==> src/rtl/acd_pkg.sv <==
package acd_pkg;

  localparam int PRE_W = 3;

  // prescaler terminal value: ratio 8 or ratio 1
  function automatic logic [PRE_W-1:0] pre_limit(input logic div8);
    return div8 ? PRE_W'(7) : PRE_W'(0);
  endfunction

  // cycles per HCK phase for active terminal values of the two upper stages
  function automatic int unsigned stage_product(input int unsigned pre_lim,
                                                input int unsigned main_lim);
    return (pre_lim + 1) * (main_lim + 1);
  endfunction

endpackage

==> src/rtl/acd_stage.sv <==
module acd_stage #(
  parameter int W = 8
) (
  input  logic         clk,
  input  logic         rst,
  input  logic         en_i,
  input  logic         clr_i,
  input  logic         load_i,
  input  logic [W-1:0] lim_i,
  output logic [W-1:0] lim_o,
  output logic         tick_o
);
  logic [W-1:0] cnt_q;

  assign tick_o = en_i && (cnt_q == lim_o);

  always_ff @(posedge clk) begin
    if (rst || clr_i || tick_o) cnt_q <= '0;
    else if (en_i)              cnt_q <= cnt_q + 1'b1;
  end

  // active terminal value, refreshed from the shadow input only on request
  always_ff @(posedge clk) begin
    if (rst || load_i) lim_o <= lim_i;
  end
endmodule

==> src/rtl/acd_pin_sync.sv <==
module acd_pin_sync (
  input  logic clk,
  input  logic rst,
  input  logic pin_i,
  output logic edge_o
);
  logic s1_q, s2_q, s3_q;

  always_ff @(posedge clk) begin
    if (rst) begin
      s1_q <= 1'b0;
      s2_q <= 1'b0;
      s3_q <= 1'b0;
    end else begin
      s1_q <= pin_i;
      s2_q <= s1_q;
      s3_q <= s2_q;
    end
  end

  assign edge_o = s2_q ^ s3_q;
endmodule

==> src/rtl/acd_channel.sv <==
module acd_channel
  import acd_pkg::*;
#(
  parameter int MAIN_W = 8,
  parameter int FINE_W = 4
) (
  input  logic              clk,
  input  logic              rst,
  input  logic              pre8_i,
  input  logic [MAIN_W-1:0] main_i,
  input  logic [FINE_W-1:0] fine_i,
  input  logic              byp_i,
  input  logic              dir_i,
  input  logic              pin_i,
  output logic              hck_o,
  output logic              hck_oe_o,
  output logic              sck_o,
  output logic              pre_tick_o,
  output logic              main_tick_o,
  output logic              fine_tick_o,
  output logic              hck_q_o,
  output logic [PRE_W-1:0]  pre_act_o,
  output logic [MAIN_W-1:0] main_act_o,
  output logic [FINE_W-1:0] fine_act_o
);
  logic pin_edge;
  logic fine_en;
  logic hck_q, sck_q;

  acd_pin_sync u_sync (
    .clk   (clk),
    .rst   (rst),
    .pin_i (pin_i),
    .edge_o(pin_edge)
  );

  // prescaler: restarts and reloads at every SCK toggle
  acd_stage #(.W(PRE_W)) u_pre (
    .clk   (clk),
    .rst   (rst),
    .en_i  (1'b1),
    .clr_i (fine_tick_o),
    .load_i(fine_tick_o),
    .lim_i (pre_limit(pre8_i)),
    .lim_o (pre_act_o),
    .tick_o(pre_tick_o)
  );

  acd_stage #(.W(MAIN_W)) u_main (
    .clk   (clk),
    .rst   (rst),
    .en_i  (pre_tick_o),
    .clr_i (fine_tick_o),
    .load_i(fine_tick_o),
    .lim_i (main_i),
    .lim_o (main_act_o),
    .tick_o(main_tick_o)
  );

  // fine stage input: pin edges, every source cycle, or the HCK-rate tick
  always_comb begin
    if (!dir_i)     fine_en = pin_edge;
    else if (byp_i) fine_en = 1'b1;
    else            fine_en = main_tick_o;
  end

  acd_stage #(.W(FINE_W)) u_fine (
    .clk   (clk),
    .rst   (rst),
    .en_i  (fine_en),
    .clr_i (1'b0),
    .load_i(fine_tick_o),
    .lim_i (fine_i),
    .lim_o (fine_act_o),
    .tick_o(fine_tick_o)
  );

  // the fixed divide-by-two: one toggle flip-flop per output
  always_ff @(posedge clk) begin
    if (rst) begin
      hck_q <= 1'b0;
      sck_q <= 1'b0;
    end else begin
      if (main_tick_o) hck_q <= ~hck_q;
      if (fine_tick_o) sck_q <= ~sck_q;
    end
  end

  always_comb begin
    if (!dir_i)     hck_o = 1'b0;
    else if (byp_i) hck_o = clk & ~rst;
    else            hck_o = hck_q;
  end

  assign hck_oe_o = dir_i;
  assign sck_o    = sck_q;
  assign hck_q_o  = hck_q;
endmodule

==> src/rtl/acd_clkgen.sv <==
module acd_clkgen
  import acd_pkg::*;
#(
  parameter int NCH    = 2,
  parameter int MAIN_W = 8,
  parameter int FINE_W = 4
) (
  input  logic                         clk,
  input  logic                         rst,
  input  logic [NCH-1:0]               pre8_i,
  input  logic [NCH-1:0][MAIN_W-1:0]   main_i,
  input  logic [NCH-1:0][FINE_W-1:0]   fine_i,
  input  logic [NCH-1:0]               byp_i,
  input  logic [NCH-1:0]               hck_dir_i,
  input  logic [NCH-1:0]               hck_pin_i,
  output logic [NCH-1:0]               hck_o,
  output logic [NCH-1:0]               hck_oe_o,
  output logic [NCH-1:0]               sck_o
);
  // internal events brought out per channel for the checker
  logic [NCH-1:0]             pre_tick_w;
  logic [NCH-1:0]             main_tick_w;
  logic [NCH-1:0]             fine_tick_w;
  logic [NCH-1:0]             hck_q_w;
  logic [NCH-1:0][PRE_W-1:0]  pre_act_w;
  logic [NCH-1:0][MAIN_W-1:0] main_act_w;
  logic [NCH-1:0][FINE_W-1:0] fine_act_w;

  for (genvar ch = 0; ch < NCH; ch++) begin : g_ch
    acd_channel #(.MAIN_W(MAIN_W), .FINE_W(FINE_W)) u_chan (
      .clk        (clk),
      .rst        (rst),
      .pre8_i     (pre8_i[ch]),
      .main_i     (main_i[ch]),
      .fine_i     (fine_i[ch]),
      .byp_i      (byp_i[ch]),
      .dir_i      (hck_dir_i[ch]),
      .pin_i      (hck_pin_i[ch]),
      .hck_o      (hck_o[ch]),
      .hck_oe_o   (hck_oe_o[ch]),
      .sck_o      (sck_o[ch]),
      .pre_tick_o (pre_tick_w[ch]),
      .main_tick_o(main_tick_w[ch]),
      .fine_tick_o(fine_tick_w[ch]),
      .hck_q_o    (hck_q_w[ch]),
      .pre_act_o  (pre_act_w[ch]),
      .main_act_o (main_act_w[ch]),
      .fine_act_o (fine_act_w[ch])
    );
  end
endmodule

==> config.mk <==
export PLATFORM = sky130hd
export DESIGN_NAME = acd_clkgen
export DESIGN_NICKNAME = d
export VERILOG_FILES = /design/src/rtl/acd_pkg.sv /design/src/rtl/acd_stage.sv /design/src/rtl/acd_pin_sync.sv /design/src/rtl/acd_channel.sv /design/src/rtl/acd_clkgen.sv
export SDC_FILE = /design/constraint.sdc
export NUM_CORES = 1
export LEC_CHECK = 0
export CORE_ASPECT_RATIO = 1.25
export CORE_MARGIN = 2
export CORE_UTILIZATION = 65
export DETAILED_ROUTE_END_ITERATION = 7
export DONT_BUFFER_PORTS = 1
export GPL_TIMING_DRIVEN = 0
export HOLD_SLACK_MARGIN = 0.15
export PLACE_DENSITY = 0.78
export SYNTH_ARGS = -nofsm -noshare
export SYNTH_HDL_FRONTEND = slang
export SYNTH_SLANG_ARGS = --single-unit
==> constraint.sdc <==
create_clock -name clk -period 6.46 [get_ports clk]
set_clock_uncertainty 0.05 [all_clocks]
set_input_delay 0 -clock clk [delete_from_list [all_inputs] [get_ports clk]]
set_output_delay 0 -clock clk [all_outputs]
set_load 0.01 [all_outputs]
==> results.toml, run 1 <==
[global_route]
antenna_found_initial = 0
grt.total_usage = 0.351
globalRoute.totalOverflow = 0
grt_max_degree = 14
grt_first_pass_wirelength_mm = 12.7
grt_pass1_vias = 2685

[synth]
ys_ff_latch = 66
yosys.area.top_type_share = 0.273
ys_async_sr_fraction = 0
yosysTopAreaCell = "dfxtp_1"
syn_avg_cell_area_um2 = 11.3
ys_types = 42
synth-edff-count = 26
synth_area_um2 = 2930
synth_seq_area_share = 0.540
synth_cells = 260
syn-num-nets = 300
synth_area_leaders = "dfxtp_1 (27%), edfxtp_1 (27%), xor2_1 (9.0%)"
synth_common_cells = "dfxtp_1 (40), xor2_1 (30), edfxtp_1 (26), nor2_1 (26)"
ys.flop_type = "dfxtp_1"
yosysMostFrequentCell = "dfxtp_1"
yosys_warnings = 0

[drt]
wl_per_cell_um = 19.6
avgViaCountPerCell = 5.96
drt_first_pass_iters = 7
wl_mm = 8.04
post-route-drc-count = 0
initialDrtViolationCount = 258
num_vias = 2444
ant_nets = 0

[timing]
rsz0062_at_grt = "false"
relSlewSlack = 0.266
finalHoldViolCount = 0
setup_tns_ns = 0
setup_violations = 0
finalMaxSlewViolations = 0
worst_pin_slew_ns = 1.09

[power]
p_seq_frac = 0.413
p_sw_frac = 0.240
comb_power_share = 0.095
vdd_drop_max_mv = 0.256
p_sw_mw = 0.275
pwr_density_cell_nw_per_um2 = 284
internal_power_mw = 0.871
leakage_nw = 1.57
p_clk_frac = 0.492

[setup_path]
required_ns = 6.41
crit_arrival_ns = 4.82
end_kind = "output pin"
cp_max_fo = 2
worstSetupPathType = "clk -> out"
cp-start-kind = "clock port"
rrSetupSlack_ns = 3.23

[placement]
place_inst = 318
place.gp.congestion = 0.834
place.detailed.hpwl_mm = 3.40
io_buffers = 0

[floorplanning]
row_count = 27
start_util = 0.672
io_pins = 40
fp.dieH_um = 79.1
die_x_um = 64.0
coreArea_um2 = 4360
dieArea_um2 = 5060

[run_status]
status = "complete, no violations"

[layout]
fin_cells = 410
drive_above_1_share = 0.116
nNetsFinal = 387
area_growth_pct = 37.5
n_antenna_cell = 0

[clock_tree]
cts_tree = "done"
cts_resized = 0
clk_latency_ns = 0.46

[flow_run]
cap_violations = 0

[min_path]
hold_class = "in -> out"
## routing by layer
metal / vias up / global-route usage / wire (µm)
met2: 153 / 0.572 / 4040
met5: - / 0 / 0
li1: 1090 / - / -
met1: 1142 / 0.344 / 2840
met3: 59 / 0.132 / 599
met4: 0 / 0.307 / 550
## final timing paths
kind,start,end,cells past startpoint
hold / removal,hck_dir_i[0],hck_o[0],2
hold reg to reg,g_ch[0].u_chan.u_sync.s1_q,g_ch[0].u_chan.u_sync.s2_q,1
setup / recovery,clk,hck_o[1],12
setup reg to reg,g_ch[1].u_chan.u_pre.lim_o[1],g_ch[1].u_chan.u_fine.cnt_q[0],7
## logic make-up after synthesis
logic type / count (synthesis) / share of synthesized area
adder cells (fa/ha/maj): 6 / 0.0256
XOR/XNOR: 44 / 0.132
multiplexers: 5 / 0.0179
AND/OR/NAND/NOR: 90 / 0.167
AO/OA/AOI/OAI: 31 / 0.0871
flip-flops: 66 / 0.540
buffers and inverters: 18 / 0.0308
## cell usage in the layout, fill, tap and decap left out, types with 7 or more instances in the layout
cell type,instances
xnor2_1,14
nor2_1,26
nand3_1,9
xor2_1,30
nand2_1,14
nor2b_1,12
clkbuf_8,19
dfxtp_1,40
inv_1,8
a21oi_1,8
nor4_1,9
dlygate4sd3_1,66
nand4_1,7
edfxtp_1,26
## timing repair
action,in CTS,in global routing
buffers inserted,0,0
hold endpoints to repair,68,0
hold buffers,66,0
## state kept, by name, summed over array words and instances (netlist names)
signal                    cells
g_ch.u_chan.u_fine.lim_o      8
g_ch.u_chan.u_sync.s1_q       2
g_ch.u_chan.u_pre.lim_o       2
g_ch.u_chan.u_main.cnt_q     16
g_ch.u_chan.u_fine.cnt_q      8
g_ch.u_chan.sck_o             2
g_ch.u_chan.u_sync.s3_q       2
g_ch.u_chan.u_main.lim_o     16
g_ch.u_chan.u_sync.s2_q       2
g_ch.u_chan.u_pre.cnt_q       6
g_ch.u_chan.hck_q_o           2
## power by group through the flow
stage	combinational [mW]	clock [mW]	sequential, mW
after global placement	0.0644	0.0108	0.479
after detailed placement	0.0664	0.0108	0.480
after floorplan	0.0558	0.0108	0.476
after global routing	0.117	0.584	0.475
after CTS	0.0996	0.555	0.471
final	0.109	0.563	0.474
## worst max-delay path, stage by stage
cell and delay, ns:
clkbuf_8 0.11, clkbuf_8 0.12, clkbuf_8 0.12, clkbuf_8 0.12, clkbuf_8 0.13, clkbuf_8 0.12, nor2b_1 0.14, clkbuf_8 0.15
clkbuf_8 0.13, mux2i_1 0.22, nor2b_1 0.08, buf_4 0.15
## cell type report
| class | count | area (µm²) |
|---|---|---|
| Buffer | 10 | 60.1 |
| Tap cell | 58 | 72.6 |
| Clock inverter | 4 | 72.6 |
| Fill cell | 136 | 329 |
| Multi-Input combinational cell | 176 | 1260 |
| Timing Repair Buffer | 66 | 661 |
| Clock buffer | 22 | 294 |
| Sequential cell | 66 | 1580 |
| Inverter | 8 | 30.0 |
## stage by stage
step / worst slack, ns / util / hold slack, ns / power [mW] / area, µm²
2_1_floorplan: 2.76 / - / 0.0418 / 0.543 / 2930
6_report: 1.59 / 0.924 / 0.178 / 1.15 / 4030
4_1_cts: 1.62 / 0.924 / 0.175 / 1.13 / 4030
3_3_place_gp: 2.76 / 0.689 / 0.0440 / 0.555 / 3000
3_5_place_dp: 2.76 / 0.689 / 0.0438 / 0.557 / 3000
5_1_grt: 1.55 / 0.924 / 0.202 / 1.18 / 4030
Power figures use the tool's default switching activity.
==> inputs of run 2 (changes only) <==
--- a/config.mk
+++ b/config.mk
@@ -7,12 +7,12 @@
 export LEC_CHECK = 0
 export CORE_ASPECT_RATIO = 1.25
 export CORE_MARGIN = 2
-export CORE_UTILIZATION = 65
+export CORE_UTILIZATION = 62
 export DETAILED_ROUTE_END_ITERATION = 7
 export DONT_BUFFER_PORTS = 1
 export GPL_TIMING_DRIVEN = 0
 export HOLD_SLACK_MARGIN = 0.15
-export PLACE_DENSITY = 0.78
+export PLACE_DENSITY = 0.75
 export SYNTH_ARGS = -nofsm -noshare
 export SYNTH_HDL_FRONTEND = slang
 export SYNTH_SLANG_ARGS = --single-unit
==> constraint.sdc (replaced) <==
create_clock -name clk -period 4.99 [get_ports clk]
set_clock_uncertainty 0.05 [all_clocks]
set_input_delay 0 -clock clk [delete_from_list [all_inputs] [get_ports clk]]
set_output_delay 0 -clock clk [all_outputs]
set_load 0.01 [all_outputs]
==> results.toml, run 2 (synthesis gave the netlist of run 1 again) <==
[setup_path]
slowest_delay_ns = 0.23
rrSetupSlack_ns = 1.91
end_kind = "output pin"
worstRegToRegCells = 7
crit_arrival_ns = 4.06
cp_max_fo = 2
r2r_end = "g_ch[0].u_chan.u_fine.cnt_q[1]"
cp-start-kind = "clock port"
worstSetupPathType = "clk -> out"
crit_chain = "clkbuf_8 -> clkbuf_8 -> clkbuf_8 -> clkbuf_8 -> clkbuf_8 -> clkbuf_8 -> nor2b_1 -> clkbuf_8 -> clkbuf_8 -> mux2i_1 -> nor2b_1 -> buf_4"
required_ns = 4.94
worst_path_most_repeated_cell = "clkbuf_8"
r2r-start = "g_ch[0].u_chan.u_main.lim_o[0]"
cp_slowest_cell = "mux2i_1"

[placement]
io_buffers = 0
place.gp.congestion = 0.762
place_inst = 318
place.detailed.hpwl_mm = 3.62
dpl-instance-area_um2 = 3000

[drt]
drt_first_pass_iters = 4
num_vias = 2402
wl_mm = 7.85
post-route-drc-count = 0
avgViaCountPerCell = 5.83
initialDrtViolationCount = 252
wl_per_cell_um = 19.1
ant_nets = 0

[min_path]
min_path_cells = 2
hold_path_startpoint = "hck_dir_i[0]"
hold_class = "in -> out"
holdPathEnd = "hck_o[0]"

[timing]
relSlewSlack = 0.245
rsz0062_at_grt = "false"
worst_pin_slew_ns = 1.12
setup_violations = 0
finalHoldViolCount = 0
finalMaxSlewViolations = 0
setup_tns_ns = 0

[flow_run]
cap_violations = 0

[clock_tree]
cts_tree = "done"
clk_latency_ns = 0.46
cts_setup_buffers = 0
cts_resized = 0

[floorplanning]
io_pins = 40
coreArea_um2 = 4460
dieArea_um2 = 5290
fp.dieH_um = 80.8
row_count = 27
die_x_um = 65.5
start_util = 0.657

[layout]
final_core_utilization = 0.901
mostFrequentLayoutCell = "dlygate4sd3_1"
reg.largest.list = "g_ch.u_chan.u_main.cnt_q: 16 flops, g_ch.u_chan.u_main.lim_o: 16 flops"
drive_above_1_share = 0.110
nNetsFinal = 389
fin_cells = 412
n_antenna_cell = 0
area_growth_pct = 37.1
layout_common_cells = "dlygate4sd3_1 (68), dfxtp_1 (40), xor2_1 (30), nor2_1 (26), edfxtp_1 (26)"
final_area_um2 = 4020

[power]
leakage_nw = 1.56
pwr_density_cell_nw_per_um2 = 350
power.total_mw = 1.41
vdd_drop_max_mv = 0.335

[global_route]
grt_max_degree = 14
antenna_found_initial = 0
grt_first_pass_wirelength_mm = 12.8
globalRoute.totalOverflow = 0
grt.total_usage = 0.342
grt_pass1_vias = 2713

[run_status]
status = "complete, no violations"
-- run 2: layer usage --
metal,GRT usage,vias to the layer above,routed length (µm)
met4,0.269,0,356
met2,0.587,125,4110
li1,-,1100,-
met3,0.102,37,509
met1,0.343,1140,2870
met5,0,-,0
-- run 2: where the power goes --
| part | leakage (nW) | switching (mW) | total [mW] | internal (mW) |
|---|---|---|---|---|
| clock network | 0.197 | 0.243 | 0.652 | 0.410 |
| logic | 0.787 | 0.0694 | 0.141 | 0.0718 |
| registers | 0.580 | 0.0241 | 0.613 | 0.589 |
-- run 2: worst max-delay path, delay by kind of cell --
kind,cells,cell delay [ns]
buffers and inverters,9,1.12
muxes,1,0.23
and+or+nand+nor,2,0.22
-- run 2: repair_timing --
action / CTS / global route
hold buffers: 68 / 0
endpoints found under the hold margin: 68 / 0
endpoints found under the setup margin: 0 / 0
-- run 2: stage by stage --
| step | setup slack, ns | hold slack, ns |
|---|---|---|
| 2_1_floorplan | 2.03 | 0.0418 |
| 4_1_cts | 0.938 | 0.174 |
| 3_3_place_gp | 2.03 | 0.0441 |
| 5_1_grt | 0.867 | 0.201 |
| 6_report | 0.877 | 0.174 |
| 3_5_place_dp | 2.03 | 0.0437 |
-- run 2: how the worst max path moves through the flow --
stage	slack [ns]	end	startpoint	depth (start not counted)
finish	0.88	hck_o[1]	clk	12
detailed placement	2.03	hck_o[0]	clk	4
CTS	0.94	hck_o[1]	clk	12
global placement	2.03	hck_o[0]	clk	4
floorplan	2.03	hck_o[0]	clk	4
global route	0.87	hck_o[1]	clk	12
-- run 2: layout make-up --
type	instances	area (µm²)
Sequential cell	66	1580
Multi-Input combinational cell	176	1260
Timing Repair Buffer	68	681
Fill cell	196	443
Clock buffer	23	297
Tap cell	58	72.6
Buffer	10	60.1
Clock inverter	3	37.5
Inverter	8	30.0
